$ cat src/rtl/fab_pkg.sv
package fab_pkg;

    typedef enum logic [1:0] {
        ST_GAP   = 2'd0,
        ST_IDLE  = 2'd1,
        ST_GRANT = 2'd2,
        ST_XFER  = 2'd3
    } fab_state_e;

endpackage

$ cat src/rtl/fab_pick.sv
module fab_pick #(
    parameter int NODES   = 8,
    parameter int DEPTH_W = 4,
    parameter int ID_W    = 6
) (
    input  logic [NODES-1:0]         cand,
    input  logic [NODES-1:0]         urgent,
    input  logic [NODES*DEPTH_W-1:0] node_depth,
    input  logic [NODES*ID_W-1:0]    node_id,
    output logic [NODES-1:0]         win,
    output logic                     any
);
    localparam int KEY_W = 1 + DEPTH_W + ID_W;
    localparam int IDX_W = (NODES > 1) ? $clog2(NODES) : 1;

    logic [KEY_W-1:0] key [NODES];

    // rank key: non-urgent flag first, then depth, then identifier (smaller is better)
    generate
        for (genvar g = 0; g < NODES; g++) begin : g_key
            assign key[g] = {~urgent[g],
                             node_depth[g*DEPTH_W +: DEPTH_W],
                             node_id[g*ID_W +: ID_W]};
        end
    endgenerate

    logic [KEY_W-1:0] best_key;
    logic [IDX_W-1:0] best_idx;
    logic             found;

    always_comb begin
        best_key = '1;
        best_idx = '0;
        found    = 1'b0;
        for (int i = 0; i < NODES; i++) begin
            // strict compare keeps the lower index on a full tie
            if (cand[i] && (!found || key[i] < best_key)) begin
                best_key = key[i];
                best_idx = IDX_W'(i);
                found    = 1'b1;
            end
        end
    end

    always_comb begin
        win = '0;
        if (found) begin
            win[best_idx] = 1'b1;
        end
    end

    assign any = found;

endmodule

$ cat src/rtl/fab_gap_timer.sv
module fab_gap_timer #(
    parameter int GAP_W = 8
) (
    input  logic             clk,
    input  logic             rst_n,
    input  logic             restart,
    input  logic             bus_busy,
    input  logic [GAP_W-1:0] gap_len,
    output logic             done
);
    logic [GAP_W-1:0] idle_cnt;

    always_ff @(posedge clk) begin
        if (!rst_n || restart || bus_busy) begin
            idle_cnt <= '0;
        end else if (idle_cnt != gap_len) begin
            idle_cnt <= idle_cnt + 1'b1;
        end
    end

    assign done = !restart && !bus_busy && (idle_cnt == gap_len);

    // a busy bus always holds the count at zero on the next cycle
    p_busy_resets_r10: assert property (@(posedge clk) disable iff (!rst_n)
        bus_busy |=> (idle_cnt == '0));

endmodule

$ cat src/rtl/fab_won_track.sv
module fab_won_track #(
    parameter int NODES = 8
) (
    input  logic             clk,
    input  logic             rst_n,
    input  logic             set_en,
    input  logic [NODES-1:0] set_vec,
    input  logic             clear_all,
    output logic [NODES-1:0] won
);
    always_ff @(posedge clk) begin
        if (!rst_n || clear_all) begin
            won <= '0;
        end else if (set_en) begin
            won <= won | set_vec;
        end
    end

    // a clear request empties every lockout on the next cycle
    p_clear_empties_r7: assert property (@(posedge clk) disable iff (!rst_n)
        clear_all |=> (won == '0));

endmodule

$ cat src/rtl/fair_bus_arbiter.sv
module fair_bus_arbiter
    import fab_pkg::*;
#(
    parameter int NODES   = 8,
    parameter int DEPTH_W = 4,
    parameter int ID_W    = 6,
    parameter int GAP_W   = 8
) (
    input  logic                     clk,
    input  logic                     rst_n,
    input  logic [NODES-1:0]         req,
    input  logic [NODES-1:0]         urgent,
    input  logic [NODES*DEPTH_W-1:0] node_depth,
    input  logic [NODES*ID_W-1:0]    node_id,
    input  logic [GAP_W-1:0]         gap_len,
    input  logic                     bus_busy,
    output logic [NODES-1:0]         grant
);
    fab_state_e       state_q, state_d;
    logic [NODES-1:0] won_q;
    logic [NODES-1:0] eligible;
    logic [NODES-1:0] pick_vec;
    logic             pick_any;
    logic             gap_done;
    logic             gap_restart;
    logic             do_grant;
    logic             do_release;
    logic             close_interval;
    logic [NODES-1:0] grant_q;

    // urgent nodes bypass the lockout
    assign eligible = req & (~won_q | urgent);

    fab_pick #(
        .NODES   (NODES),
        .DEPTH_W (DEPTH_W),
        .ID_W    (ID_W)
    ) u_pick (
        .cand       (eligible),
        .urgent     (urgent),
        .node_depth (node_depth),
        .node_id    (node_id),
        .win        (pick_vec),
        .any        (pick_any)
    );

    assign gap_restart = (state_q != ST_GAP);

    fab_gap_timer #(
        .GAP_W (GAP_W)
    ) u_gap (
        .clk      (clk),
        .rst_n    (rst_n),
        .restart  (gap_restart),
        .bus_busy (bus_busy),
        .gap_len  (gap_len),
        .done     (gap_done)
    );

    assign do_grant       = (state_q == ST_IDLE) && !bus_busy && pick_any;
    assign close_interval = (state_q == ST_IDLE) && !bus_busy && !pick_any;
    assign do_release     = (state_q == ST_XFER) && !bus_busy;

    fab_won_track #(
        .NODES (NODES)
    ) u_won (
        .clk       (clk),
        .rst_n     (rst_n),
        .set_en    (do_grant),
        .set_vec   (pick_vec),
        .clear_all (close_interval),
        .won       (won_q)
    );

    // state register
    always_ff @(posedge clk) begin
        if (!rst_n) begin
            state_q <= ST_GAP;
        end else begin
            state_q <= state_d;
        end
    end

    // next state
    always_comb begin
        state_d = state_q;
        unique case (state_q)
            ST_GAP: begin
                if (gap_done) state_d = ST_IDLE;
            end
            ST_IDLE: begin
                if (bus_busy)      state_d = ST_GAP;
                else if (pick_any) state_d = ST_GRANT;
            end
            ST_GRANT: begin
                if (bus_busy) state_d = ST_XFER;
            end
            ST_XFER: begin
                if (!bus_busy) state_d = ST_GAP;
            end
            default: state_d = ST_GAP;
        endcase
    end

    // grant output register
    always_ff @(posedge clk) begin
        if (!rst_n || do_release) begin
            grant_q <= '0;
        end else if (do_grant) begin
            grant_q <= pick_vec;
        end
    end

    assign grant = grant_q;

    // never more than one grant bit
    p_onehot_grant_r2: assert property (@(posedge clk) disable iff (!rst_n)
        $onehot0(grant));

    // a granted node keeps the bus while waiting for the packet to start
    p_hold_grant_r9: assert property (@(posedge clk) disable iff (!rst_n)
        (state_q == ST_GRANT) |=> (grant == $past(grant)));

    // a new grant goes only to a node that was requesting
    p_grant_to_req_r11: assert property (@(posedge clk) disable iff (!rst_n)
        ((grant != '0) && ($past(grant) == '0)) |-> ((grant & ~$past(req)) == '0));

    // a new grant never goes to a locked-out non-urgent node
    p_no_repeat_r6: assert property (@(posedge clk) disable iff (!rst_n)
        ((grant != '0) && ($past(grant) == '0))
            |-> ((grant & $past(won_q) & ~$past(urgent)) == '0));

    // a grant only starts after an idle bus cycle
    p_grant_after_idle_r10: assert property (@(posedge clk) disable iff (!rst_n)
        ((grant != '0) && ($past(grant) == '0)) |-> !$past(bus_busy));

endmodule

$ cat config.mk
export PLATFORM = sky130hd
export DESIGN_NAME = fair_bus_arbiter
export DESIGN_NICKNAME = d
export VERILOG_FILES = /design/src/rtl/fab_pkg.sv /design/src/rtl/fab_pick.sv /design/src/rtl/fab_gap_timer.sv /design/src/rtl/fab_won_track.sv /design/src/rtl/fair_bus_arbiter.sv
export SDC_FILE = /design/constraint.sdc
export NUM_CORES = 1
export LEC_CHECK = 0
export ABC_AREA = 1
export ABC_CLOCK_PERIOD_IN_PS = 27000
export BUFFER_PORTS_ARGS = -buffer_cell sky130_fd_sc_hd__buf_2
export CAP_MARGIN = 10
export CORE_MARGIN = 3
export CORE_UTILIZATION = 58
export DETAILED_ROUTE_END_ITERATION = 8
export GPL_TIMING_DRIVEN = 0
export PLACE_DENSITY = 0.95
export SYNTH_ARGS = -nofsm -noshare
export SYNTH_HDL_FRONTEND = slang
export SYNTH_SLANG_ARGS = --single-unit
export TNS_END_PERCENT = 20
$ cat constraint.sdc
create_clock -name clk -period 27 [get_ports clk]
set_clock_uncertainty 0.15 [all_clocks]
set_input_delay 5.4 -clock clk [delete_from_list [all_inputs] [get_ports clk]]
set_output_delay 5.4 -clock clk [all_outputs]
set_load 0.005 [all_outputs]
==> results of run 1 <==
==> metrics by stage <==
step | instances | hold WS (ns) | utilization
floorplan | 643 | 0.277 | -
global placement | 834 | 0.292 | 0.707
detailed placement | 834 | 0.298 | 0.707
CTS | 838 | 0.310 | 0.716
global route | 838 | 0.332 | 0.716
finish | 838 | 0.311 | 0.716
==> worst max-delay path: cells and delay by family <==
family	cells	cell delay, ns
simple gates	64	5.48
buf+inv	17	3.34
fa+ha+maj	7	2.13
compound gates	11	1.86
==> report_power, final <==
part	total, uW	switching (uW)	internal (uW)
clock	24.3	11.3	13.0
combinational	128	79.6	48.3
sequential	44.0	2.77	41.3
==> worst max path at each step <==
stage / slack [ns] / endpoint / depth (start not counted)
finish: 8.76 / u_won.won[1]$_SDFFE_PP0P_ / 99
floorplan: 11.23 / u_won.won[1]$_SDFFE_PP0P_ / 99
global route: 7.20 / grant[1]$_SDFFE_PP0P_ / 99
CTS: 8.97 / grant[1]$_SDFFE_PP0P_ / 99
global placement: 9.36 / u_won.won[1]$_SDFFE_PP0P_ / 96
detailed placement: 8.73 / grant[1]$_SDFFE_PP0P_ / 99
==> sequential cells by signal (all words and copies together), names as in the netlist, named ones only <==
| name | flops |
|---|---|
| u_gap.idle_cnt | 8 |
| grant | 8 |
| u_won.won | 8 |
| state_q | 1 |
==> layout by cell type, fill, tap and decap left out, drive strengths merged <==
cell type    n
nand3       39
a21oi       39
nor3b        5
nor2        62
a211oi       3
nor3         4
nand2      179
a221oi       2
a21boi       6
nand4       16
a2111oi      1
nand3b       1
o21bai       4
ha          66
buf        119
o21ai       69
and3         2
dfxtp       26
a31oi        1
inv         90
o221ai       1
a21o         5
or2          8
o221a        1
clkbuf      12
==> cell families after synthesis <==
| group | Yosys count |
|---|---|
| and+or+nand+nor | 316 |
| AOI/OAI and AO/OA | 132 |
| buffers and inverters | 103 |
| adders and majority gates | 66 |
| DFF | 26 |
==> cell type report <==
class | count | area (sq um)
Timing Repair Buffer | 114 | 571
Fill cell | 540 | 1830
Multi-Input combinational cell | 514 | 2960
Clock buffer | 4 | 55.1
Inverter | 90 | 338
Tap cell | 77 | 96.3
Buffer | 13 | 61.3
Sequential cell | 26 | 520
==> routing by layer <==
metal	vias up	routed length, microns	global-route usage
met3	22	716	0.0386
met4	0	246	0.0697
met5	-	0	0
met2	178	5340	0.518
met1	2014	4540	0.315
li1	2380	-	-
==> impl_results.md, run 1 <==
* Final setup TNS at 0 ns
* DP Wirelength at around 9.4 mm
* Synth Register Bits at 26
* # diodes at 0
* DR vias at 4594
* Yosys top cell area share at 0.213
* Yosys warnings at 0
* CP most frequent cell: nand2_1
* Pin count of the biggest net entering global routing at 15
* Pwr Total at a little under 200 uW
* Seq/Total Area, Yosys at 0.134
* Post-Route WL at 10.8 mm
* Clk_lat worst skew at 0.26 ns
* Hold Path Depth at 2
* Power per cell area at around 43 nW/um^2
* CTS buffer count at 3
* Initial antenna violation count at 0
* Port bufs at 114
* Die ar. at 7700 sq um
* FF-to-FF End: u_won.won[1]$_SDFFE_PP0P_
* HP Class: flop to flop
* Adder-Cell Fraction of Synth Area at 0.213
* Initial core utilization at 0.603
* Final hold violations at 0
* Final worst slack at 8.76 ns
* CTS H-tree lvls at 1
* Ys async rst share at 0
* R2R Path Start: u_won.won[0]$_SDFFE_PP0P_
* Dpl cell area at 4540 sq um
* Area delta synth->final at 18.6%
* Post-route ant nets at 0
* Final Cycle Share at 0.676
* Nets@finish at 935
* Outcome: complete, no violations
* Crit-path max cell delay at 0.39 ns
* Die boundary width at 87.7 microns
* RSZ-0062 raised after global routing: no
* # resized after CTS at 0
* Largest cells by area after synthesis: ha_1 21%, nand2_1 16%, dfxtp_1 13%
* Worst EP required at 27.05 ns
* Hold Startpoint: u_won.won[4]$_SDFFE_PP0P_
* Avg WL per Cell at 12.9 microns
* Syn Nets at 816
* Clock tree buffer depth at 2
* MaxCap Viol Count at 0
* Pleak at 0.00257 uW
* Post-layout min period at 18.24 ns
* Share of cells above drive strength 1 at 0.206
* Crit path arrival time at 18.29 ns
* I/O pin cnt at 115
* Largest family of logic cells by synthesized area: simple AND/OR/NAND/NOR gates
* Clock Tree Root: clkbuf_8
* CTS tree: done
* Post-synthesis mux area share at 0
* GPL Wtd Cong at 0.892
* Final setup fails at 0
* Critical path origin: urgent[0]
* Fmax at 54.8 MHz
* Mapped Area at between 3000 and 4000 sq um
* Synth Area in Compound Gates at 0.189
* Worst vdd ir at 0.0000324 V
* Xor-xnor portion of the synthesized cell area at 0
* DR DRC count at 0
* EDFF count, synth at 0
* Actual slew at the worst max-slew pin at 0.634 ns
* Synth top cells by count: 162 x nand2_1, 89 x inv_1, 68 x o21ai_0, 66 x ha_1, 59 x nor2_1
* Simple-gate area share of the yosys netlist at 0.361
* Leading area contributor after synthesis: ha_1
* Die Y at 87.7 microns
* Iter 0 DRT Violations at 218
* Critical Path Sink Type: flop
* CORE AREA at 6420 sq um
* Finished layout cell area at between 4000 and 5000 sq um
* Crit Path Class: input port to flop
* Via density at ~5.5
* Pre-CTS worst setup slack at 8.73 ns
* R2r setup slk at 13.67 ns
* Crit start category: input port
* Hold Path End: u_won.won[4]$_SDFFE_PP0P_
* Std-Cell Rows at 29
* Remaining global-route overflow at 0
* Number of global-route vias before repair at 4332
* Synth Area per Inst at 6.03 sq um
* Yosys cell types at 34
* Crit path max fanout at 10
* Most numerous cell in the Yosys netlist: nand2_1
* Fin. max-slew vios at 0
* First-pass GRT wire length at around 17 mm
* Drt pass-1 iters at 5
* Prevailing post-synth register cell: dfxtp_1
* Reg clk slew, reported paths at 0.09 ns
* GRT Overall Usage at 0.272
* Synth Instances at 643
* Postcts setup bufs at 0
* Hold-fix buffers, CTS at 0
* CTS sink count at 26
* Slew HR at 0.574
* R2r worst-path depth at 97
* Slowest-stage cell, CP: clkbuf_1
(Power assumes the default switching activity.)
==> run 2, diff against run 1 <==
--- a/config.mk
+++ b/config.mk
@@ -5,12 +5,12 @@
 export SDC_FILE = /design/constraint.sdc
 export NUM_CORES = 1
 export LEC_CHECK = 0
-export ABC_AREA = 1
-export ABC_CLOCK_PERIOD_IN_PS = 27000
+export ABC_AREA = 0
+export ABC_CLOCK_PERIOD_IN_PS = 18310
 export BUFFER_PORTS_ARGS = -buffer_cell sky130_fd_sc_hd__buf_2
 export CAP_MARGIN = 10
 export CORE_MARGIN = 3
-export CORE_UTILIZATION = 58
+export CORE_UTILIZATION = 55
 export DETAILED_ROUTE_END_ITERATION = 8
 export GPL_TIMING_DRIVEN = 0
 export PLACE_DENSITY = 0.95
==> constraint.sdc (replaced) <==
create_clock -name clk -period 18.31 [get_ports clk]
set_clock_uncertainty 0.15 [all_clocks]
set_input_delay 3.662 -clock clk [delete_from_list [all_inputs] [get_ports clk]]
set_output_delay 3.662 -clock clk [all_outputs]
set_load 0.005 [all_outputs]
==> run 2 against run 1 <==
- the run now ends with setup timing left
- setup slack worse by 9.4 ns
- critical path depth is 14 lower
- area after synthesis is 14% higher
- non-clock buffer count is 64 higher
- clock power is 97% higher
- register-to-register slack worse by 11 ns
- core utilization is 11 points higher
- total power is 140% higher
- critical endpoint is now u_won.won[3]$_SDFFE_PP0P_
==> impl_results.md, run 2 <==
* Outcome: complete, but fails checks
* Failing checks: setup timing
* Drt pass-1 iters at 6 (+1)
* I/O pin cnt at 115 (unchanged)
* Dpl cell area at 5190 sq um (+14%)
* Leading area contributor after synthesis: ha_1
* Clock tree buffer depth at 2 (unchanged)
* Pint at 251 uW (+140%)
* CTS tree: done
* Commonest non-fill, non-tap cells in the layout: 113 x buf_2, 58 x buf_4, 53 x ha_1, 52 x nor2_1, 49 x nand2_1
* CORE AREA at 7770 sq um (+21%)
* Mapped Area at 4410 sq um (+14%)
* Most numerous cell in the Yosys netlist: ha_1
* Final hold violations at 0 (unchanged)
* Psw at 216 uW (+130%)
* Hold Path Depth at 2 (unchanged)
* Fmax at 52.7 MHz
* R2R Path Start: u_won.won[0]$_SDFFE_PP0P_
* Post-layout min period at 18.98 ns
* DR vias at 5940 (+29%)
* Crit Path Class: input port to flop
* Clock Tree Root: clkbuf_8
* MaxCap Viol Count at 0 (unchanged)
* Prevailing post-synth register cell: dfxtp_1
* Pre-CTS worst setup slack at -2.13 ns (-10.86 ns)
* Area taken by multi-input logic gates at 4270 sq um (+44%)
* Sequential Power Share at 0.122 (-0.102)
* GPL Wtd Cong at 0.882 (-1.1%)
* # diodes at 0 (unchanged)
* Power per cell area at 72.7 nW/um^2 (+70%)
* Syn Nets at 766 (-6.1%)
* Synth Area per Inst at 7.44 sq um (+23%)
* Crit start category: input port
* FF-to-FF End: u_won.won[3]$_SDFFE_PP0P_
* Crit path max fanout at 8 (-2)
* Clk_lat worst skew at 0.28 ns (+0.02 ns)
* Finished layout cell area at 6420 sq um (+40%)
* Actual slew at the worst max-slew pin at 0.751 ns (+0.117 ns)
* Number of global-route vias before repair at 5123 (+18%)
* Adder-Cell Fraction of Synth Area at 0.187 (-0.0259)
* Pwr Total at 467 uW (+140%)
* GRT Overall Usage at 0.295 (+0.0222)
* Post-synthesis mux area share at 0.0672 (+0.0672)
* Slowest-stage cell, CP: o21ai_0
* Synth Register Bits at 26 (unchanged)
* Post-Route WL at 18.8 mm (+74%)
* Crit path arrival time at 19.03 ns (+0.74 ns)
* Via density at 6.78 (+24%)
* DR DRC count at 0 (unchanged)
* Initial core utilization at 0.568 (-0.0354)
* Synth Area in Compound Gates at 0.305 (+0.117)
* Avg WL per Cell at 21.5 microns (+66%)
* Initial antenna violation count at 0 (unchanged)
* Largest family of logic cells by synthesized area: compound AO/OA/AOI/OAI gates
* Xor-xnor portion of the synthesized cell area at 0.0298 (+0.0298)
* CTS H-tree lvls at 1 (unchanged)
* Hold WS at 0.320 ns (+0.00955 ns)
* Die ar. at 9130 sq um (+19%)
* HP Class: flop to flop
* Pin count of the biggest net entering global routing at 16 (+1)
* First-pass GRT wire length at 22.1 mm (+26%)
* Crit path max-delay family: compound AO/OA/AOI/OAI gates
* Slew HR at 0.494 (-0.0806)
* Post-Layout Cell Count at 876 (+4.5%)
* RSZ-0062 raised after global routing: yes
* Worst vdd ir at 0.0000623 V (+92%)
* Post-route ant nets at 0 (unchanged)
* Seq/Total Area, Yosys at 0.118 (-0.0163)
* Reg clk slew, reported paths at 0.10 ns (about the same)
* Fin. max-slew vios at 0 (unchanged)
* Combinational share of power at 0.775 (+0.123)
* Placed insts at 809 (-3.0%)
* Area delta synth->final at 45.6%
* Iter 0 DRT Violations at 625 (+190%)
* EDFF count, synth at 0 (unchanged)
* Remaining global-route overflow at 0 (unchanged)
* Ys async rst share at 0 (unchanged)
* Yosys warnings at 0 (unchanged)
* CTS sink count at 26 (unchanged)
* Die boundary width at 95.6 microns (+8.9%)
* Std-Cell Rows at 32 (+10%)
* Die Y at 95.6 microns (+8.9%)
* Yosys cell types at 75 (+120%)
* FILL cells at 433 (-20%)
* CTS buffer count at 3 (unchanged)
* Commonest non-fill, non-tap cell in the layout: buf_2
* Simple-gate area share of the yosys netlist at 0.233 (-0.127)
* Buffers and inverters on the worst path at 16 (-1)
* Net Sw Frac at 0.463 (-0.0145)
* Worst EP required at 18.36 ns (-8.69 ns)
* CP most frequent cell: a21o_1
* Crit-path max cell delay at 0.53 ns (+0.14 ns)
* R2r worst-path depth at 84 (-13%)
* Final setup fails at 16 (+16)
* DP Wirelength at 10.8 mm (+15%)
* Synth Instances at 593 (-7.8%)
* Nets@finish at 948 (+1.4%)
* Final Cycle Share at 1.04
* Hold Path End: u_won.won[7]$_SDFFE_PP0P_
* R2r setup slk at 2.46 ns (-11.21 ns)
* Final worst slack at -0.673 ns (-9.43 ns)
* Largest cells by area after synthesis: ha_1 19%, dfxtp_1 12%, mux2_2 5.4%
* Hold Startpoint: u_won.won[7]$_SDFFE_PP0P_
* Yosys top cell area share at 0.187 (-0.0259)
* Synth top cells by count: 66 x ha_1, 59 x nor2_1, 54 x nand2_1, 52 x inv_1, 43 x o21ai_0
* Share of cells above drive strength 1 at 0.425 (+0.219)
* Pleak at 0.00298 uW (+16%)
* Clk pwr share at 0.102 (-0.022)
* Port bufs at 114 (unchanged)
* Seq. cell area at 520 sq um (unchanged)
* Critical Path Sink Type: flop
## run 2: how the worst max path moves through the flow
stage / slack [ns] / start / cells past startpoint / endpoint
after floorplan: 0.03 / urgent[0] / 84 / grant[2]$_SDFFE_PP0P_
after global placement: -1.67 / urgent[0] / 87 / grant[2]$_SDFFE_PP0P_
after detailed placement: -2.13 / urgent[0] / 87 / grant[2]$_SDFFE_PP0P_
after CTS: 0.009 / urgent[0] / 85 / grant[2]$_SDFFE_PP0P_
after global routing: -1.19 / urgent[0] / 86 / grant[2]$_SDFFE_PP0P_
final: -0.67 / urgent[0] / 85 / u_won.won[3]$_SDFFE_PP0P_
## run 2: power by group through the flow
stage | Sequential, uW | Clock, uW | Combinational, uW
6_report | 57.1 | 47.9 | 362
5_1_grt | 57.1 | 49.5 | 383
4_1_cts | 57.1 | 47.9 | 265
3_5_place_dp | 58.4 | 0 | 235
3_3_place_gp | 58.3 | 0 | 222
2_1_floorplan | 58.3 | 0 | 173
## run 2: metrics by stage
step / TNS, ns / utilization
final: -7.90 / 0.827
after global routing: -16.93 / 0.827
after CTS: 0 / 0.724
after detailed placement: -30.64 / 0.668
after global placement: -23.30 / 0.668
after floorplan: 0 / -
## run 2: worst min-delay path, cell delays in order, from the launching register on
cell     delay, ns
dfxtp_1       0.33
inv_1         0.05
a21oi_1       0.05
## run 2: logic make-up (layout without fill, tap and decap cells)
kind of cell,after synthesis,in the layout
xor+xnor,15,15
fa+ha+maj,66,66
simple gates,208,208
flops,26,26
buf+inv,66,247
mux,26,26
compound gates,186,186
## run 2: final cells by class
type / count / area share
Tap cell: 102 / 0.0199
Multi-Input combinational cell: 501 / 0.665
Clock inverter: 1 / 0.00467
Clock buffer: 3 / 0.00643
Inverter: 52 / 0.0304
Sequential cell: 26 / 0.0810
Timing Repair Buffer: 178 / 0.170
Buffer: 13 / 0.0226
## run 2: timing repair
item,in CTS,in global routing
hold endpoints to repair,0,0
setup buffers,30,33
endpoints found under the setup margin,16,16
hold buffers,0,0
cloned,1,1
resized for setup,51,117
pin swaps,18,74
## run 2: metal layers
metal  up-vias  global-route usage  routed length (microns)
li1       2555                   -                        -
met1      2671               0.347                     6610
met2       530               0.543                     8630
met3       184              0.0331                     1850
met4         0               0.107                     1730
met5         -                   0                        0
